`config.mk`:
```
export PLATFORM = sky130hd
export DESIGN_NAME = sguard_top
export DESIGN_NICKNAME = d
export VERILOG_FILES = /design/src/rtl/sguard_pkg.sv /design/src/rtl/sguard_regs.sv /design/src/rtl/sguard_ctrl.sv /design/src/rtl/sguard_top.sv
export SDC_FILE = /design/constraint.sdc
export NUM_CORES = 1
export LEC_CHECK = 0
export BUFFER_PORTS_ARGS = -buffer_cell sky130_fd_sc_hd__clkbuf_2
export CORE_ASPECT_RATIO = 1.1
export CORE_MARGIN = 5
export CORE_UTILIZATION = 35
export CTS_CLUSTER_SIZE = 20
export DETAILED_ROUTE_END_ITERATION = 10
export PLACE_DENSITY = 0.64
export SKIP_LAST_GASP = 1
export SYNTH_ARGS = -nofsm -noshare
export SYNTH_HDL_FRONTEND = slang
export SYNTH_SLANG_ARGS = --single-unit
```
`constraint.sdc`:
```
create_clock -name clk -period 2.8 [get_ports clk]
set_input_delay 0.28 -clock clk [delete_from_list [all_inputs] [get_ports clk]]
set_output_delay 0.28 -clock clk [all_outputs]
set_load 0.02 [all_outputs]
```
`src/rtl/sguard_pkg.sv`:
```
package sguard_pkg;
  localparam int ADDR_W       = 15;
  localparam int SECT_W       = 6;
  localparam int WORD_W       = 16;
  localparam int SECTORS      = 1 << SECT_W;
  localparam int QUARTERS     = SECTORS / WORD_W;
  localparam int QSEL_W       = $clog2(QUARTERS);
  localparam int SEL_W        = 3;
  localparam int OP_W         = 4;
  localparam int LVL_W        = 4;
  localparam int MAX_INDIRECT = 8;

  typedef enum logic [OP_W-1:0] {
    OP_PLAIN    = 4'd0,
    OP_CTLPULSE = 4'd1,
    OP_SKIPRDY  = 4'd2,
    OP_OUTA     = 4'd3,
    OP_SETMASK  = 4'd4,
    OP_OUTKEYS  = 4'd5,
    OP_INA      = 4'd6,
    OP_HALT     = 4'd7,
    OP_INHIBIT  = 4'd8
  } opClass_e;

  typedef struct packed {
    logic              maskLoad;
    logic [QSEL_W-1:0] quarter;
    logic              relocLoad;
  } cfgStrobe_t;
endpackage

```
`src/rtl/sguard_regs.sv`:
```
module sguard_regs
  import sguard_pkg::*;
(
  input  logic              clk,
  input  logic              rstN,
  input  cfgStrobe_t        str,
  input  logic [WORD_W-1:0] cfgData,
  input  logic [ADDR_W-1:0] memAddr,
  output logic              sectorLocked,
  output logic [SECT_W-1:0] relocSector
);
  logic [WORD_W-1:0]  maskQ [QUARTERS];
  logic [SECTORS-1:0] maskFlat;
  logic [SECT_W-1:0]  relocQ;

  always_ff @(posedge clk) begin
    if (!rstN) begin
      for (int q = 0; q < QUARTERS; q++) maskQ[q] <= '1;
      relocQ <= '0;
    end else begin
      for (int q = 0; q < QUARTERS; q++)
        if (str.maskLoad && str.quarter == QSEL_W'(q)) maskQ[q] <= cfgData;
      if (str.relocLoad) relocQ <= cfgData[SECT_W-1:0];
    end
  end

  for (genvar g = 0; g < QUARTERS; g++) begin : g_flat
    assign maskFlat[g*WORD_W +: WORD_W] = maskQ[g];
  end

  assign sectorLocked = ~maskFlat[memAddr[ADDR_W-1 -: SECT_W]];
  assign relocSector  = relocQ;

  // relocation holds unless loaded
  a_r3_reloc_hold: assert property (@(posedge clk) disable iff (!rstN)
    !str.relocLoad |=> $stable(relocQ));
  // a mask quarter holds unless loaded
  a_r2_mask_hold: assert property (@(posedge clk) disable iff (!rstN)
    !str.maskLoad |=> $stable(maskFlat));
endmodule

```
`src/rtl/sguard_ctrl.sv`:
```
module sguard_ctrl
  import sguard_pkg::*;
(
  input  logic             clk,
  input  logic             rstN,
  input  logic             cfgWe,
  input  logic [SEL_W-1:0] cfgSel,
  input  logic             enterRestrict,
  input  logic             intTaken,
  input  logic             memWeIn,
  input  logic [OP_W-1:0]  opClass,
  input  logic [LVL_W-1:0] indirectLevel,
  input  logic             sectorLocked,
  output cfgStrobe_t       str,
  output logic             memWeOut,
  output logic             abortOut,
  output logic             irqReq,
  output logic             restricted
);
  logic restrictQ;
  logic irqQ;
  logic writeViol, opViol, depthViol;
  opClass_e opE;

  assign opE = opClass_e'(opClass);

  always_ff @(posedge clk) begin
    if (!rstN) begin
      restrictQ <= 1'b0;
      irqQ      <= 1'b0;
    end else begin
      if (intTaken)           restrictQ <= 1'b0;
      else if (enterRestrict) restrictQ <= 1'b1;
      irqQ <= abortOut;
    end
  end

  always_comb begin
    writeViol = restrictQ && memWeIn && sectorLocked;
    opViol    = restrictQ && (opE >= OP_CTLPULSE) && (opE <= OP_INHIBIT);
    depthViol = restrictQ && (indirectLevel > LVL_W'(MAX_INDIRECT));
    abortOut  = writeViol || opViol || depthViol;
    memWeOut  = memWeIn && !abortOut;
  end

  always_comb begin
    str.maskLoad  = cfgWe && !restrictQ && (cfgSel < SEL_W'(QUARTERS));
    str.quarter   = cfgSel[QSEL_W-1:0];
    str.relocLoad = cfgWe && !restrictQ && (cfgSel == SEL_W'(QUARTERS));
  end

  assign irqReq     = irqQ;
  assign restricted = restrictQ;

  // a locked write never reaches memory
  a_r4_locked_write: assert property (@(posedge clk) disable iff (!rstN)
    (restrictQ && memWeIn && sectorLocked) |-> (abortOut && !memWeOut));
  // every abort is followed by a request
  a_r7_irq_follows: assert property (@(posedge clk) disable iff (!rstN)
    abortOut |=> irqReq);
  // an interrupt always exits restricted mode
  a_r8_int_exits: assert property (@(posedge clk) disable iff (!rstN)
    intTaken |=> !restrictQ);
  // entry without interrupt sets the mode
  a_r8_enter: assert property (@(posedge clk) disable iff (!rstN)
    (enterRestrict && !intTaken) |=> restrictQ);
  // normal mode is unrestricted
  a_r9_normal_free: assert property (@(posedge clk) disable iff (!rstN)
    !restrictQ |-> (!abortOut && memWeOut == memWeIn));
  // no configuration strobe while restricted
  a_r10_cfg_locked: assert property (@(posedge clk) disable iff (!rstN)
    restrictQ |-> !(str.maskLoad || str.relocLoad));
endmodule

```
`src/rtl/sguard_top.sv`:
```
module sguard_top
  import sguard_pkg::*;
(
  input  logic              clk,
  input  logic              rstN,
  input  logic              cfgWe,
  input  logic [SEL_W-1:0]  cfgSel,
  input  logic [WORD_W-1:0] cfgData,
  input  logic              enterRestrict,
  input  logic              intTaken,
  input  logic              memWeIn,
  input  logic [ADDR_W-1:0] memAddr,
  input  logic [OP_W-1:0]   opClass,
  input  logic [LVL_W-1:0]  indirectLevel,
  output logic              memWeOut,
  output logic              abortOut,
  output logic              irqReq,
  output logic              restricted,
  output logic [SECT_W-1:0] relocSector
);
  cfgStrobe_t str;
  logic       sectorLocked;

  sguard_ctrl i_ctrl (
    .clk(clk), .rstN(rstN), .cfgWe(cfgWe), .cfgSel(cfgSel),
    .enterRestrict(enterRestrict), .intTaken(intTaken),
    .memWeIn(memWeIn), .opClass(opClass), .indirectLevel(indirectLevel),
    .sectorLocked(sectorLocked), .str(str), .memWeOut(memWeOut),
    .abortOut(abortOut), .irqReq(irqReq), .restricted(restricted)
  );

  sguard_regs i_regs (
    .clk(clk), .rstN(rstN), .str(str), .cfgData(cfgData),
    .memAddr(memAddr), .sectorLocked(sectorLocked), .relocSector(relocSector)
  );
endmodule

```
### Yosys cells after proc, flatten, opt, wreduce, memory -nomap -nowiden

Memory sizes are Yosys's and may differ from the RTL's.
Cells that the tools add are included.

| storage, ports and cells | value |
|---|---|
| flip-flop bits (word level) | 8 |
| bits in writable memories | 64 |
| input bits | 48 |
| memories | 1 |

Memories:

| name | depth | bits a word | read ports | clocked after Yosys merged registers in | write ports | RTL line | source |
|---|---|---|---|---|---|---|---|
| i_regs.maskQ | 4 | 16 | 4 | 0 | 4 | sguard_regs.sv:12 | `logic [WORD_W-1:0] maskQ [QUARTERS];` |

| operators by class | value |
|---|---|
| order comparisons | 5 |
| equal/unequal tests | 4 |
| mux-type cells | 19 |
| bitwise logic cells | 6 |
| reduce and logical (&&, ||, !) cells | 19 |

Operator list:

| cell | count |
|---|---|
| 16-bit two-way mux | 4 |
| 1-bit two-way mux | 14 |
| 1-bit logical AND | 13 |
| 6-bit by 7-bit less-than comparator with 1-bit output, second input constant | 1 |
| 1-bit binary-select mux with 6-bit select | 1 |
| 2-bit == test, second input constant | 2 |
| 4-bit by 1-bit >= comparator with 1-bit output, second input constant | 1 |
| 4-bit greater-than comparator, second input constant | 1 |
| 4-bit less-or-equal comparator, second input constant | 1 |
| 1-bit OR | 4 |
| 3-bit == test, second input constant | 1 |
| 3-bit less-than comparator, second input constant | 1 |
| 2-bit by 1-bit == test with 1-bit output, second input constant | 1 |
| 1-bit logical NOT | 2 |
| 2-bit logical NOT | 1 |
| 1-bit logical OR | 2 |
| 1-bit inverter | 2 |
| 2-bit OR reduction | 1 |

### Logic depth before layout (Yosys ltp)

| logic depth | value |
|---|---|
| depth after elaboration | 8 |
| gate-level depth with buffers | 8 |

### Cells and area by module

Synthesis repeated with hierarchy kept, for this count alone.

| second synthesis, totals | value |
|---|---|
| cells, all modules | 237 |
| area total of the unflattened synthesis | 3402.0 µm² |

Modules (own cells, without submodules):

| module | times used | cells an instance | area each (µm²) | sequential area each (µm²) |
|---|---|---|---|---|
| sguard_regs | 1 | 216 | 3243.1 | 2042.0 |
| sguard_ctrl | 1 | 21 | 158.9 | 40.0 |

### Least setup slack after synthesis

No wires, ideal clock.

| timing path | value |
|---|---|
| path type | reg2reg |
| start | register i_ctrl.restrictQ, in the netlist i_ctrl.restricted |
| end | memory i_regs.maskQ[1][0], enable pin |
| library setup time | 0.411 ns |
| arrival time | 2.255 ns |
| data required time | 2.389 ns |
| setup slack | 0.134 ns |
| cell stages (with the launch flop) | 6 |
| path buffers | 3 |
| cells stage by stage | dfxtp_1 > clkbuf_1 > nand2b_1 > clkbuf_1 > clkbuf_1 > o21ai_0 |

RTL lines:

| item | RTL line | source |
|---|---|---|
| start: declaration | sguard_ctrl.sv:20 | `logic restrictQ;` |
| start signal: assignment | sguard_ctrl.sv:29 | `restrictQ <= 1'b0;` |
| start signal: assignment | sguard_ctrl.sv:32 | `if (intTaken) restrictQ <= 1'b0;` |
| start signal: assignment | sguard_ctrl.sv:33 | `else if (enterRestrict) restrictQ <= 1'b1;` |
| end: declaration | sguard_regs.sv:12 |  |

==> impl_metrics.ini <==
[setup_path]
worstSetupPathType = reg2out
critPathMaxFanout = 2
worst_setup_path_end_kind = primary output
r2r_start = i_regs.maskQ[3][7]$_SDFFCE_PN1P_
ff2ff_setup_slack_ns = 0.66
arrival_ns = 2.43
worst_ep_required_time_ns = 2.52
crit_path_start_kind = register
critPathLaunch = i_regs.maskQ[3][7]$_SDFFCE_PN1P_

[placed_design]
pre_cts_ws_ns = 0.224
dpl_cell_area_mm2 = 0.00381
placed_cells = 415
hpwl_um = 5510
globalplace.congestion = 0.844
portBuffers = 48

[detailed_routing]
drc_errors = 0
wl_met2_um = 3600
wl_per_cell_um = 17.7
drt-vias-per-instance = 5.04
finalWirelength_um = 7620
wl_met1_um = 3380
top_layer = met4
drtAntennaViolNets = 0
wl_met3_um = 534
num_vias = 2174
drtIter0Drc = 106
drt_first_pass_iters = 4

[synthesis]
netlist_instances = 254
yosysWarnings = 0
synthAdderAreaFrac_pct = 0
synth_area_mm2 = 0.00340
ys_seq_elements = 72
syn_nets = 302
synth_xor_area_share_pct = 0.258
synth_edf_count = 64
post_synth.cell_area_avg_um2 = 13.4
synth-main-ff-cell = edfxtp_1
yosysSeqAreaShare_pct = 61.2
yosys.area_share.simple_pct = 19.5
ys_types = 36
synth.top_cells.by_count = edfxtp_1 (64), nand2b_1 (35), mux2i_1 (30)
synth_top_family_by_area = simple AND/OR/NAND/NOR gates
synthMuxAreaShare_pct = 11.7
post-synth-top-count-cell = edfxtp_1
async_reset_ff_share_pct = 0
synth_compound_area_share_pct = 5.08
synth_area_leaders = edfxtp_1 (57%), mux2i_1 (8.8%), nand2b_1 (6.4%)
synth_top_area_share_pct = 56.5
yosys.area.top_type = edfxtp_1

[final_layout]
fillers = 905
area_growth_pct = 19.3
fin_nets = 357
stdcell_area_mm2 = 0.00406
num_antenna_cells = 0
fin_cells = 431
final_layout_size_suffix_gt1_share_pct = 33.1

[grt]
grt_pass1_wl_um = 12200
grt_use_total_pct = 13.4
antenna_found_initial = 0
grt_start_max_net_pins = 20
overflow = 0
grt_pass1_vias = 2299

[timing]
finalWorstSetupSlack_ns = 0.0873
slew_viol_final = 0
rsz0062_at_grt = yes
setup_viol = 0
setup-tns-final_ns = 0
final.min_clock_period_ns = 2.71
relSlewSlack_pct = 44.9
clock.fmax_mhz = 369
hold_violations = 0
worstMarginPinSlew_ns = 0.820
fin_crit_sh_pct = 96.9
clock_skew_ns = 0.00750

[run_status]
outcome = complete, no violations

[clock_tree]
post-cts-setup-buffer-count = 0
ctsResizeCount = 0
ctsLongestPathBuffers = 2
clk_latency_ns = 0.35
hold_buffers = 0
cts.reportedPaths.clkPinSlew_ns = 0.08
root_buffer = clkbuf_8
cts_tree = built
numCtsBuffers = 9
cts_max_level = 3
cts.sinks = 72

[job]
cap_violations = 0

[power]
power_mw = 2.33
powerDensity_mw_per_mm2 = 576
ir_drop_mv = 0.428
p_leak_nw = 1.34

[min_path]
hp-class = in2reg
hold_start = intTaken

[floorplan]
die-area_mm2 = 0.0118
io_pins = 58
rows = 37
fp.dieW_um = 104
die_y_um = 113
initial_core_util_pct = 36.0
core_mm2 = 0.00944
-- area by class of cell --
class	count	area, um2	share of cell area [%]
Timing Repair Buffer	58	324	7.99
Clock buffer	10	138	3.39
Tap cell	117	146	3.61
Clock inverter	6	82.6	2.04
Multi-Input combinational cell	168	1280	31.6
Sequential cell	72	2080	51.3
-- power by group --
| group | internal [mW] | switching, mW |
|---|---|---|
| logic | 0.0865 | 0.126 |
| registers | 1.20 | 0.0111 |
| clock network | 0.521 | 0.389 |
-- registers in the layout (all words and copies together) (netlist names) --
name and flops:
i_regs.maskQ 64, i_regs.relocSector 6, i_ctrl.irqReq 1, i_ctrl.restricted 1
-- worst paths after layout --
check / to / cells after the start
max: abortOut / 6
max reg2reg: i_ctrl.irqReq$_SDFF_PN0_ / 6
min reg2reg: i_regs.relocSector[0]$_SDFFE_PN0P_ / 2
min: i_ctrl.restricted$_SDFFE_PP0P_ / 2
-- through the flow --
step,utilization (%),hold slack (ns)
after floorplan,-,0.356
after global placement,40.3,0.447
after detailed placement,40.3,0.450
after CTS,42.6,0.0757
after global routing,42.9,0.0677
final,42.9,0.0849
-- routing by layer --
layer	track usage, %	vias to the layer above
li1	-	1058
met1	17.6	1036
met2	21.7	69
met3	3.82	11
met4	3.89	0
met5	0	-
-- logic make-up after synthesis --
logic type      after synthesis
buf+inv                      14
compound gates               23
xor+xnor                      1
simple gates                110
mux                          34
flops                        72
-- cells in the final DEF, fill, tap and decap left out, types with 5 or more instances in the layout --
cell type / instances
nand2b_1: 35
clkbuf_2: 46
or3_1: 16
or2_2: 16
edfxtp_1: 64
nor2b_1: 9
buf_4: 11
nand2_1: 10
nand3_1: 5
dfxtp_1: 8
a22oi_1: 9
mux2i_1: 30
clkbuf_8: 10
-- critical path, cell delays in order, from the launching register on --
cell	delay, ns
edfxtp_1	0.36
mux4_2	0.46
and3b_2	0.22
o41ai_4	0.42
o2111ai_2	0.20
o211ai_2	0.27
buf_6	0.16
(Power assumes the default switching activity.)
